--- src/rtl/spd_reader_pkg.sv ---
package spd_reader_pkg;

    typedef enum logic [1:0] {
        OP_WRITE = 2'd0,
        OP_READ  = 2'd1,
        OP_STOP  = 2'd2
    } spd_op_e;

    typedef enum logic [2:0] {
        ST_IDLE,
        ST_ADDR_W,
        ST_PTR,
        ST_ADDR_R,
        ST_READ,
        ST_STOP
    } spd_state_e;

endpackage

--- src/rtl/spd_checksum.sv ---
module spd_checksum (
    input  logic       clk,
    input  logic       rst_n,
    input  logic       clear_i,
    input  logic       add_i,
    input  logic       check_i,
    input  logic [7:0] byte_i,
    output logic       mismatch_o
);

    logic [7:0] sum_d, sum_q;

    always_comb begin
        sum_d = sum_q;
        if (clear_i) begin
            sum_d = '0;
        end else if (add_i) begin
            sum_d = sum_q + byte_i;
        end
    end

    always_ff @(posedge clk or negedge rst_n) begin
        if (!rst_n) begin
            sum_q <= '0;
        end else begin
            sum_q <= sum_d;
        end
    end

    assign mismatch_o = check_i && (byte_i != sum_q);

    AST_CLEAR_ZEROES_SUM: assert property (@(posedge clk) disable iff (!rst_n)
        clear_i |=> (sum_q == 8'd0));

    AST_CHECK_FREEZES_SUM: assert property (@(posedge clk) disable iff (!rst_n)
        (check_i && !add_i && !clear_i) |=> $stable(sum_q));

endmodule

--- src/rtl/spd_capture.sv ---
module spd_capture #(
    parameter int NUM_BYTES = 64,
    localparam int IDX_W = $clog2(NUM_BYTES)
) (
    input  logic             clk,
    input  logic             rst_n,
    input  logic             we_i,
    input  logic [IDX_W-1:0] widx_i,
    input  logic [7:0]       wdata_i,
    input  logic [IDX_W-1:0] raddr_i,
    output logic [7:0]       rdata_o
);

    logic [7:0] mem_d [NUM_BYTES];
    logic [7:0] mem_q [NUM_BYTES];

    always_comb begin
        for (int i = 0; i < NUM_BYTES; i++) begin
            mem_d[i] = mem_q[i];
        end
        if (we_i) begin
            mem_d[widx_i] = wdata_i;
        end
    end

    always_ff @(posedge clk or negedge rst_n) begin
        if (!rst_n) begin
            for (int i = 0; i < NUM_BYTES; i++) begin
                mem_q[i] <= '0;
            end
        end else begin
            for (int i = 0; i < NUM_BYTES; i++) begin
                mem_q[i] <= mem_d[i];
            end
        end
    end

    assign rdata_o = mem_q[raddr_i];

    AST_CAPTURE_LANDS: assert property (@(posedge clk) disable iff (!rst_n)
        we_i |=> (mem_q[$past(widx_i)] == $past(wdata_i)));

endmodule

--- src/rtl/spd_sequencer.sv ---
module spd_sequencer
    import spd_reader_pkg::*;
#(
    parameter int         NUM_BYTES     = 64,
    parameter logic [7:0] DEV_ADDR      = 8'hA2,
    parameter int         TIMEOUT_W     = 16,
    parameter int         TIMEOUT_LIMIT = 65535,
    localparam int        IDX_W         = $clog2(NUM_BYTES)
) (
    input  logic             clk,
    input  logic             rst_n,
    input  logic             start_i,
    input  logic             cmd_done_i,
    input  logic             cmd_ack_i,
    input  logic             cs_mismatch_i,
    output logic             busy_o,
    output logic             done_o,
    output logic             ok_o,
    output logic             cks_err_o,
    output logic             to_err_o,
    output logic             cmd_valid_o,
    output logic [1:0]       cmd_op_o,
    output logic             cmd_start_o,
    output logic             cmd_stop_o,
    output logic             cmd_nack_o,
    output logic [7:0]       cmd_wdata_o,
    output logic             cap_we_o,
    output logic [IDX_W-1:0] cap_idx_o,
    output logic             cs_clear_o,
    output logic             cs_add_o,
    output logic             cs_check_o
);

    localparam logic [IDX_W-1:0]     LAST_IDX = IDX_W'(NUM_BYTES - 1);
    localparam logic [TIMEOUT_W-1:0] WAIT_MAX = TIMEOUT_W'(TIMEOUT_LIMIT - 1);
    localparam logic [7:0]           ADDR_WR  = {DEV_ADDR[7:1], 1'b0};
    localparam logic [7:0]           ADDR_RD  = {DEV_ADDR[7:1], 1'b1};

    typedef struct packed {
        spd_state_e           st;
        logic [IDX_W-1:0]     idx;
        logic [TIMEOUT_W-1:0] wcnt;
        logic                 ok;
        logic                 cks;
        logic                 to;
        logic                 done;
    } seq_regs_t;

    seq_regs_t r_d, r_q;
    logic      waiting;
    logic      last_rd;

    assign waiting = (r_q.st != ST_IDLE);
    assign last_rd = (r_q.idx == LAST_IDX);

    always_comb begin
        r_d      = r_q;
        r_d.done = 1'b0;
        if (r_q.st == ST_IDLE) begin
            if (start_i) begin
                r_d.st   = ST_ADDR_W;
                r_d.idx  = '0;
                r_d.wcnt = '0;
                r_d.ok   = 1'b0;
                r_d.cks  = 1'b0;
                r_d.to   = 1'b0;
            end
        end else if (cmd_done_i) begin
            r_d.wcnt = '0;
            unique case (r_q.st)
                ST_ADDR_W: r_d.st = cmd_ack_i ? ST_PTR    : ST_STOP;
                ST_PTR:    r_d.st = cmd_ack_i ? ST_ADDR_R : ST_STOP;
                ST_ADDR_R: r_d.st = cmd_ack_i ? ST_READ   : ST_STOP;
                ST_READ: begin
                    if (last_rd) begin
                        r_d.st   = ST_IDLE;
                        r_d.done = 1'b1;
                        r_d.ok   = !cs_mismatch_i;
                        r_d.cks  = cs_mismatch_i;
                    end else begin
                        r_d.idx = r_q.idx + 1'b1;
                    end
                end
                ST_STOP: begin
                    r_d.st   = ST_IDLE;
                    r_d.done = 1'b1;
                    r_d.to   = 1'b1;
                end
                default: r_d.st = ST_IDLE;
            endcase
        end else if (r_q.wcnt == WAIT_MAX) begin
            r_d.st   = ST_IDLE;
            r_d.wcnt = '0;
            r_d.done = 1'b1;
            r_d.to   = 1'b1;
        end else begin
            r_d.wcnt = r_q.wcnt + 1'b1;
        end
    end

    always_ff @(posedge clk or negedge rst_n) begin
        if (!rst_n) begin
            r_q <= '{st: ST_IDLE, idx: '0, wcnt: '0, ok: 1'b0,
                     cks: 1'b0, to: 1'b0, done: 1'b0};
        end else begin
            r_q <= r_d;
        end
    end

    always_comb begin
        cmd_valid_o = waiting;
        cmd_op_o    = OP_WRITE;
        cmd_start_o = 1'b0;
        cmd_stop_o  = 1'b0;
        cmd_nack_o  = 1'b0;
        cmd_wdata_o = 8'h00;
        unique case (r_q.st)
            ST_ADDR_W: begin
                cmd_start_o = 1'b1;
                cmd_wdata_o = ADDR_WR;
            end
            ST_ADDR_R: begin
                cmd_start_o = 1'b1;
                cmd_wdata_o = ADDR_RD;
            end
            ST_READ: begin
                cmd_op_o   = OP_READ;
                cmd_nack_o = last_rd;
                cmd_stop_o = last_rd;
            end
            ST_STOP: begin
                cmd_op_o   = OP_STOP;
                cmd_stop_o = 1'b1;
            end
            default: ;
        endcase
    end

    assign busy_o     = waiting;
    assign done_o     = r_q.done;
    assign ok_o       = r_q.ok;
    assign cks_err_o  = r_q.cks;
    assign to_err_o   = r_q.to;
    assign cap_we_o   = (r_q.st == ST_READ) && cmd_done_i;
    assign cap_idx_o  = r_q.idx;
    assign cs_clear_o = (r_q.st == ST_IDLE) && start_i;
    assign cs_add_o   = cap_we_o && !last_rd;
    assign cs_check_o = cap_we_o && last_rd;

    AST_WAIT_BOUNDED: assert property (@(posedge clk) disable iff (!rst_n)
        r_q.wcnt <= WAIT_MAX);

    AST_FIELDS_HELD: assert property (@(posedge clk) disable iff (!rst_n)
        (cmd_valid_o && !cmd_done_i && (r_q.wcnt != WAIT_MAX)) |=>
        (cmd_valid_o && $stable(cmd_op_o) && $stable(cmd_wdata_o) &&
         $stable(cmd_start_o) && $stable(cmd_stop_o) && $stable(cmd_nack_o)));

    AST_READ_NO_START: assert property (@(posedge clk) disable iff (!rst_n)
        (cmd_valid_o && cmd_op_o == OP_READ) |-> !cmd_start_o);

    AST_BUSY_KEEPS: assert property (@(posedge clk) disable iff (!rst_n)
        (busy_o && start_i && !cmd_done_i && (r_q.wcnt != WAIT_MAX)) |=> busy_o);

endmodule

--- src/rtl/spd_eeprom_reader.sv ---
module spd_eeprom_reader #(
    parameter int         NUM_BYTES     = 64,
    parameter logic [7:0] DEV_ADDR      = 8'hA2,
    parameter int         TIMEOUT_W     = 16,
    parameter int         TIMEOUT_LIMIT = 65535,
    localparam int        IDX_W         = $clog2(NUM_BYTES)
) (
    input  logic             clk,
    input  logic             rst_n,
    input  logic             start_i,
    output logic             busy_o,
    output logic             done_o,
    output logic             ok_o,
    output logic             cksum_err_o,
    output logic             timeout_err_o,
    input  logic [IDX_W-1:0] rd_addr_i,
    output logic [7:0]       rd_data_o,
    output logic             cmd_valid_o,
    output logic [1:0]       cmd_op_o,
    output logic             cmd_start_o,
    output logic             cmd_stop_o,
    output logic             cmd_nack_o,
    output logic [7:0]       cmd_wdata_o,
    input  logic             cmd_done_i,
    input  logic             cmd_ack_i,
    input  logic [7:0]       cmd_rdata_i
);

    logic             cap_we;
    logic [IDX_W-1:0] cap_idx;
    logic             cs_clear, cs_add, cs_check, cs_mismatch;

    spd_sequencer #(
        .NUM_BYTES    (NUM_BYTES),
        .DEV_ADDR     (DEV_ADDR),
        .TIMEOUT_W    (TIMEOUT_W),
        .TIMEOUT_LIMIT(TIMEOUT_LIMIT)
    ) u_seq (
        .clk          (clk),
        .rst_n        (rst_n),
        .start_i      (start_i),
        .cmd_done_i   (cmd_done_i),
        .cmd_ack_i    (cmd_ack_i),
        .cs_mismatch_i(cs_mismatch),
        .busy_o       (busy_o),
        .done_o       (done_o),
        .ok_o         (ok_o),
        .cks_err_o    (cksum_err_o),
        .to_err_o     (timeout_err_o),
        .cmd_valid_o  (cmd_valid_o),
        .cmd_op_o     (cmd_op_o),
        .cmd_start_o  (cmd_start_o),
        .cmd_stop_o   (cmd_stop_o),
        .cmd_nack_o   (cmd_nack_o),
        .cmd_wdata_o  (cmd_wdata_o),
        .cap_we_o     (cap_we),
        .cap_idx_o    (cap_idx),
        .cs_clear_o   (cs_clear),
        .cs_add_o     (cs_add),
        .cs_check_o   (cs_check)
    );

    spd_checksum u_sum (
        .clk       (clk),
        .rst_n     (rst_n),
        .clear_i   (cs_clear),
        .add_i     (cs_add),
        .check_i   (cs_check),
        .byte_i    (cmd_rdata_i),
        .mismatch_o(cs_mismatch)
    );

    spd_capture #(
        .NUM_BYTES(NUM_BYTES)
    ) u_cap (
        .clk    (clk),
        .rst_n  (rst_n),
        .we_i   (cap_we),
        .widx_i (cap_idx),
        .wdata_i(cmd_rdata_i),
        .raddr_i(rd_addr_i),
        .rdata_o(rd_data_o)
    );

    AST_DONE_SINGLE: assert property (@(posedge clk) disable iff (!rst_n)
        done_o |=> !done_o);

    AST_ONE_OUTCOME: assert property (@(posedge clk) disable iff (!rst_n)
        done_o |-> ($countones({ok_o, cksum_err_o, timeout_err_o}) == 1 && !busy_o));

    AST_FLAGS_CLEAR_ON_START: assert property (@(posedge clk) disable iff (!rst_n)
        (!busy_o && start_i) |=> (busy_o && !ok_o && !cksum_err_o && !timeout_err_o));

endmodule

--- config.mk ---
export PLATFORM = sky130hd
export DESIGN_NAME = spd_eeprom_reader
export DESIGN_NICKNAME = d
export VERILOG_FILES = /design/src/rtl/spd_reader_pkg.sv /design/src/rtl/spd_checksum.sv /design/src/rtl/spd_capture.sv /design/src/rtl/spd_sequencer.sv /design/src/rtl/spd_eeprom_reader.sv
export SDC_FILE = /design/constraint.sdc
export NUM_CORES = 1
export LEC_CHECK = 0
export BUFFER_PORTS_ARGS = -buffer_cell sky130_fd_sc_hd__buf_2
export CORE_ASPECT_RATIO = 1.25
export CORE_MARGIN = 2
export CORE_UTILIZATION = 45
export CTS_CLUSTER_SIZE = 24
export DETAILED_ROUTE_END_ITERATION = 8
export GPL_TIMING_DRIVEN = 0
export PLACE_DENSITY = 0.67
export SYNTH_ARGS = -nofsm -noshare
export SYNTH_HDL_FRONTEND = slang
export SYNTH_SLANG_ARGS = --single-unit
export TNS_END_PERCENT = 100
--- constraint.sdc ---
create_clock -name clk -period 2.2 [get_ports clk]
set_input_delay 0.33 -clock clk [delete_from_list [all_inputs] [get_ports clk]]
set_output_delay 0.33 -clock clk [all_outputs]
set_load 0.05 [all_outputs]
Word level (Yosys, flattened, before mapping)
Cells that the tools add are included.
- bits in registers: 549
- bits of input ports: 19
- output and inout bits: 27
- word-level logic and storage cells: 148
- add/subtract/negate cells: 3
- magnitude comparators: 3
- equality and inequality tests: 12
- muxes and demuxes: 36
- bitwise gates (word level): 2
- reductions and logical operators: 20
- operator list (cell ; number):
    512-bit bitwise mux ; 1
    28-bit two-way mux ; 2
    8-bit binary-select mux with 6-bit select ; 1
    8-bit demux with 6-bit select ; 1
    8-bit two-way mux ; 5
    16-bit two-way mux ; 2
    6-bit two-way mux ; 3
    16-bit by 1-bit adder with 16-bit output, second input constant ; 1
    16-bit == test, second input constant ; 1
    8-bit one-hot mux with 2 select lines ; 1
    3-bit two-way mux ; 5
    7-bit >= comparator, second input constant ; 2
    6-bit inverter with 7-bit output ; 2
    3-bit one-hot mux with 4 select lines ; 1
    2-bit two-way mux ; 5
    8-bit adder ; 1
    8-bit != test ; 1
    4-bit AND reduction ; 2
    2-bit nonzero test ; 4
    7-bit by 1-bit less-than comparator with 1-bit output, second input constant ; 1
    6-bit by 1-bit adder with 6-bit output, second input constant ; 1
    3-bit by 2-bit == test with 1-bit output, second input constant ; 2
    3-bit == test, second input constant ; 2
    6-bit == test, second input constant ; 1
    other kinds (13) ; 28

Logic depth before layout (Yosys ltp)
- word-level depth: 9
- gate-level depth with buffers: 9
- depth with buffers taken out: 8

Hierarchy
From an unflattened synthesis, not the netlist that was laid out.
- cells, all modules: 1777
- area total of the unflattened synthesis: 26100.0 µm²
- by module, submodules not included (module ; times used ; cells an instance ; area an instance (µm²) ; seq. area each (µm²)):
    spd_capture ; 1 ; 1499 ; 23596.4 ; 12812.3
    spd_sequencer ; 1 ; 206 ; 1816.7 ; 725.7
    spd_checksum ; 1 ; 72 ; 686.9 ; 200.2

Worst setup path before layout
No wires, ideal clock.
- path type: register to output
- from: register u_seq.r_q[26] (netlist bit)
- to: output cmd_stop_o
- arrival time: 3.037 ns
- data required time: 1.870 ns
- setup slack: -1.167 ns
- stages on the path, launching flop included: 6
- path buffers: 1
- path through: dfrtp_1 clkbuf_1 nor2_1 and2_1 nor3b_1 nand2b_1
- word-level cells in the longest chain between the ends: 2
- elaborated cells on any way between the ends: 3
- those cells by class: eq/ne (2); mux (1)
- ends and longest elaborated chain (what ; RTL line ; source):
    from (decl) ; spd_sequencer.sv:49 ; seq_regs_t r_d, r_q;
    from (signal assigned) ; spd_sequencer.sv:103 ; r_q <= '{st: ST_IDLE, idx: '0, wcnt: '0, ok: 1'b0,
    from (signal assigned) ; spd_sequencer.sv:106 ; r_q <= r_d;
    3-bit == test ; spd_sequencer.sv:117 ; unique case (r_q.st)
    1-bit one-hot mux with 2 select lines * ; spd_sequencer.sv:117 ;
    to (decl) ; spd_eeprom_reader.sv:21 ; output logic cmd_stop_o,
Mark *: on every way between the ends. The rest lies on a longest branch, timed or not.

Worst setup path after layout
- from: register u_cap.mem_q[482] (netlist bit)
- to: output rd_data_o[2]
- word-level cells in the longest chain between the ends: 3
- ends and longest elaborated chain (what ; RTL line ; source):
    from (decl) ; spd_capture.sv:15 ; logic [7:0] mem_q [NUM_BYTES];
    from (signal, indexed assignment) ; spd_capture.sv:33 ; mem_q[i] <= mem_d[i];
    8-bit binary-select mux with 6-bit select ; spd_capture.sv:38 ; assign rdata_o = mem_q[raddr_i];
    8-bit two-way mux (implied by the code) (2 in series) ; spd_capture.sv:38 ;
    to (decl) ; spd_eeprom_reader.sv:17 ; output logic [7:0] rd_data_o,
No other way between the ends. The select of a mux whose other input is x is not followed.

==> metrics.csv <==
stage;metric;value;unit
outcome;outcome;finished, violations left;
outcome;failing checks;capacitance limit, slew limit, setup timing;
cts;CTS tree;built;
synth;cell taking the most area after synthesis;dfrtp_1;
synth;count leader, synth;dfrtp_1;
synth;Synth top cells by count;549 x dfrtp_1, 512 x mux2_2, 128 x mux4_2;
floorplanning;Core Rows;97;
power;Leakage;14.25;nW
synth;asr flop ratio synth;100.0;%
timing;Final Hold Viols;0;
timing;final setup TNS;-5.252;ns
global_route;number of global-route vias before repair;16716;
setup_path;Top Family by Delay on Critical Path;compound AO/OA/AOI/OAI gates;
timing;Max Clock Skew;0.01559;ns
timing;Max Clk Rate;0.3431;GHz
setup_path;Worst Path Buf+Inv;1;
placed_design;IO buf count;37;
synth;Netlist cell types;65;
global_route;gr busiest metal;met2;
timing;Least-Margin Pin Slew;1.502;ns
layout;share of layout cells above drive strength 1;51.89;%
layout;Layout Cells excl Fill;2676;
timing;post-route setup slack;-0.7142;ns
timing;unrepaired setup endpoints after global routing;true;
floorplanning;die height;271.1;um
hold_path;worst min-delay path class;input pin to register;
layout;register area;0.01375;mm2
layout;area delta synth->final;17.98;%
layout;utilization after layout;53.92;%
setup_path;peak fanout along the critical path;2;
cts;Clock Latency Late Sink;0.62;ns
global_route;initial antenna violation count;2;
setup_path;Req. time, crit path;1.87;ns
synth;Gate Count Post-Synth;1752;
cts;clock-pin slew on the worst setup and hold paths;0.06;ns
setup_path;setup slack, reg-to-reg;0.01;ns
cts;TritonCTS Buffers;54;
setup_path;crit end category;output port;
setup_path;kind of start point of the critical path;register;
global_route;largest net degree at the start of global routing;126;
power;Design Power;23.83;mW
timing;final-report max-slew violation count;10;
global_route;Total GRT Usage;25.28;%
setup_path;R2R cell count;6;
cts;CTS sink count;549;
route;wire length per cell;27.43;um
setup_path;R2R Path End;u_cap.mem_q[137];
floorplanning;die outline width;217.7;um
route;Via Count;15970;
setup_path;Data arrival, critical path;2.58;ns
global_route;total congestion overflow;0;
timing;setup violators final;10;
hold_path;Min-Delay Endpoint;u_seq.cks_err_o;
route;Antenna Nets Post-Route;0;
global_route;grt met2 use;41.24;%
floorplanning;Core Box Area;0.05619;mm2
setup_path;CP peak stage delay;0.48;ns
placed_design;placed cell count;2539;
placed_design;pre-CTS setup slack;-1.438;ns
synth;Seq/Total Area, Yosys;53.50;%
power;pwr dens;786.6;mW/mm2
floorplanning;Die ar.;0.05900;mm2
setup_path;Slowest-stage cell, CP;mux4_2;
hold_path;WHS Path Cells;4;
run;max-cap check violation count;1;
setup_path;FF-to-FF Start;u_seq.cap_idx_o[0];
route;Routed WL;73400;um
layout;fill count;4487;
floorplanning;I/O Pins;46;
synth;yosys warns;0;
layout;footprint of the multi-input gates;0.01191;mm2
synth;largest cells by area after synthesis;dfrtp_1 53%, mux2_2 22%, mux4_2 11%, clkbuf_1 1.2%, nand2_1 0.96%;
placed_design;dpl hpwl;51230;um
timing;Max transition margin;-0.1144;%
setup_path;CP Cell Sequence;mux4_2, nor2b_1, a211oi_2, o21ai_2, a211o_4, buf_6;
synth;Synth Register Bits;549;
floorplanning;Initial Utilization;45.70;%
power;VDD IR-drop max;1.057;mV
route;DRC viols;0;
route;DR pass1 iterations;5;
placed_design;routability cong.;0.9874;
synth;Syn Std Cell Area;0.02568;mm2
global_route;first-pass GRT wire length;109300;um
timing;fin crit share;132.5;%
setup_path;CP Class;register to output port;
timing;fin crit period;2.914;ns
hold_path;Hold Startpoint;start_i;
synth;EDFF count, synth;0;
synth;ys flop type;dfrtp_1;
route;average via count per standard cell;5.968;
cts;H-tree depth;2;
global_route;GRT met1 Usage;32.82;%
global_route;GRT met3 Usage;4.238;%
route;DRT iter0 DRCs;1132;
cts;Max Buffers Root-to-Sink;3;
layout;final net count;1926;
synth;Avg Synthesized Cell Area;14.66;um2
synth;top cell type's share of synthesized area;53.50;%
cts;clock root cell;clkbuf_16;
==> state kept, by name (all words and copies together), names as in the netlist <==
signal	flops
u_seq.to_err_o	1
u_seq.r_q	19
u_seq.cap_idx_o	6
u_cap.mem_q	512
u_sum.sum_q	8
u_seq.cks_err_o	1
u_seq.done_o	1
u_seq.ok_o	1
==> cells by family after synthesis <==
family          after synthesis  synth area share (%)
mux                         641                 33.72
buf+inv                     141                 2.690
flops                       549                 53.50
xor+xnor                     17                0.5798
compound gates              118                 3.172
simple gates                274                 5.764
other cells                   1               0.01460
fa+ha+maj                    11                0.5652
==> final cells by class <==
class,count,share of cell area [%]
Inverter,11,0.1363
Multi-Input combinational cell,1065,39.32
Clock buffer,78,5.022
Clock inverter,15,0.8053
Sequential cell,549,45.37
Timing Repair Buffer,89,3.527
Tap cell,742,3.064
Antenna cell,1,0.008259
Buffer,126,2.746
==> metal layers <==
| layer | wire length (um) | up-vias | part of all wire (%) |
|---|---|---|---|
| li1 | - | 6761 | - |
| met3 | 3804 | 172 | 5.2 |
| met2 | 35470 | 506 | 48 |
| met1 | 29820 | 8529 | 41 |
| met4 | 4290 | 2 | 5.8 |
| met5 | 14 | - | 0.019 |
==> worst reg2reg max path: cells and delay by family, from the launching register on <==
family        cells  cell delay [ns]
simple gates      2             0.67
buf+inv           3             0.60
flops             1             0.42
mux               1             0.38
==> power breakdown <==
part	internal (mW)	total, mW	switching (mW)
registers	10.4	10.7	0.251
clock network	5.48	9.44	3.96
logic	1.34	3.71	2.38
==> layout by cell type, fill, tap and decap left out, drive strengths merged, types with 3 or more instances in the layout <==
cell and n:
dfrtp 549, mux2 512, clkbuf 154, buf 137
mux4 128, nor2 80, nand2 74, nand3 28
a22oi 24, o21ai 23, o22ai 15, nor2b 14
xor2 13, a21oi 13, inv 13, or3 11
ha 10, nand2b 9, nor3 9, nor4 7
clkinv 7, a211oi 7, nand3b 6, nand4 6
bufinv 6, a211o 6, and2 6, o32ai 5
and4 5, and3 5, o221ai 5, nor3b 5
xnor2 4, a31oi 4, conb 4, or2 3
a21o 3
==> metrics by stage <==
stage                     area [um2]  hold WS [ns]
after global routing           30300        0.1485
after floorplan                25850       0.03441
after global placement         26970        0.4506
after detailed placement       27110        0.3148
final                          30300       0.08689
after CTS                      29800       0.06014
==> worst max-delay path by stage <==
stage / startpoint / to / slack (ns) / depth (start not counted)
floorplan: u_seq.r_q[26] / cmd_stop_o / -0.1 / 5
global placement: rst_n / u_cap.mem_q[322] / -9.96 / 1
detailed placement: rd_addr_i[2] / rd_data_o[2] / -1.44 / 9
CTS: u_cap.mem_q[156] / rd_data_o[4] / -0.73 / 6
global route: u_cap.mem_q[139] / rd_data_o[3] / -0.74 / 6
finish: u_cap.mem_q[482] / rd_data_o[2] / -0.71 / 6
==> timing repair <==
item / in CTS / in global routing
cloned: 0 / 1
setup endpoints to repair: 541 / 465
pin swaps: 48 / 28
endpoints found under the hold margin: 62 / 0
setup buffers: 21 / 23
resized for setup: 166 / 48
hold buffers: 2 / 0
(Power assumes the default switching activity.)
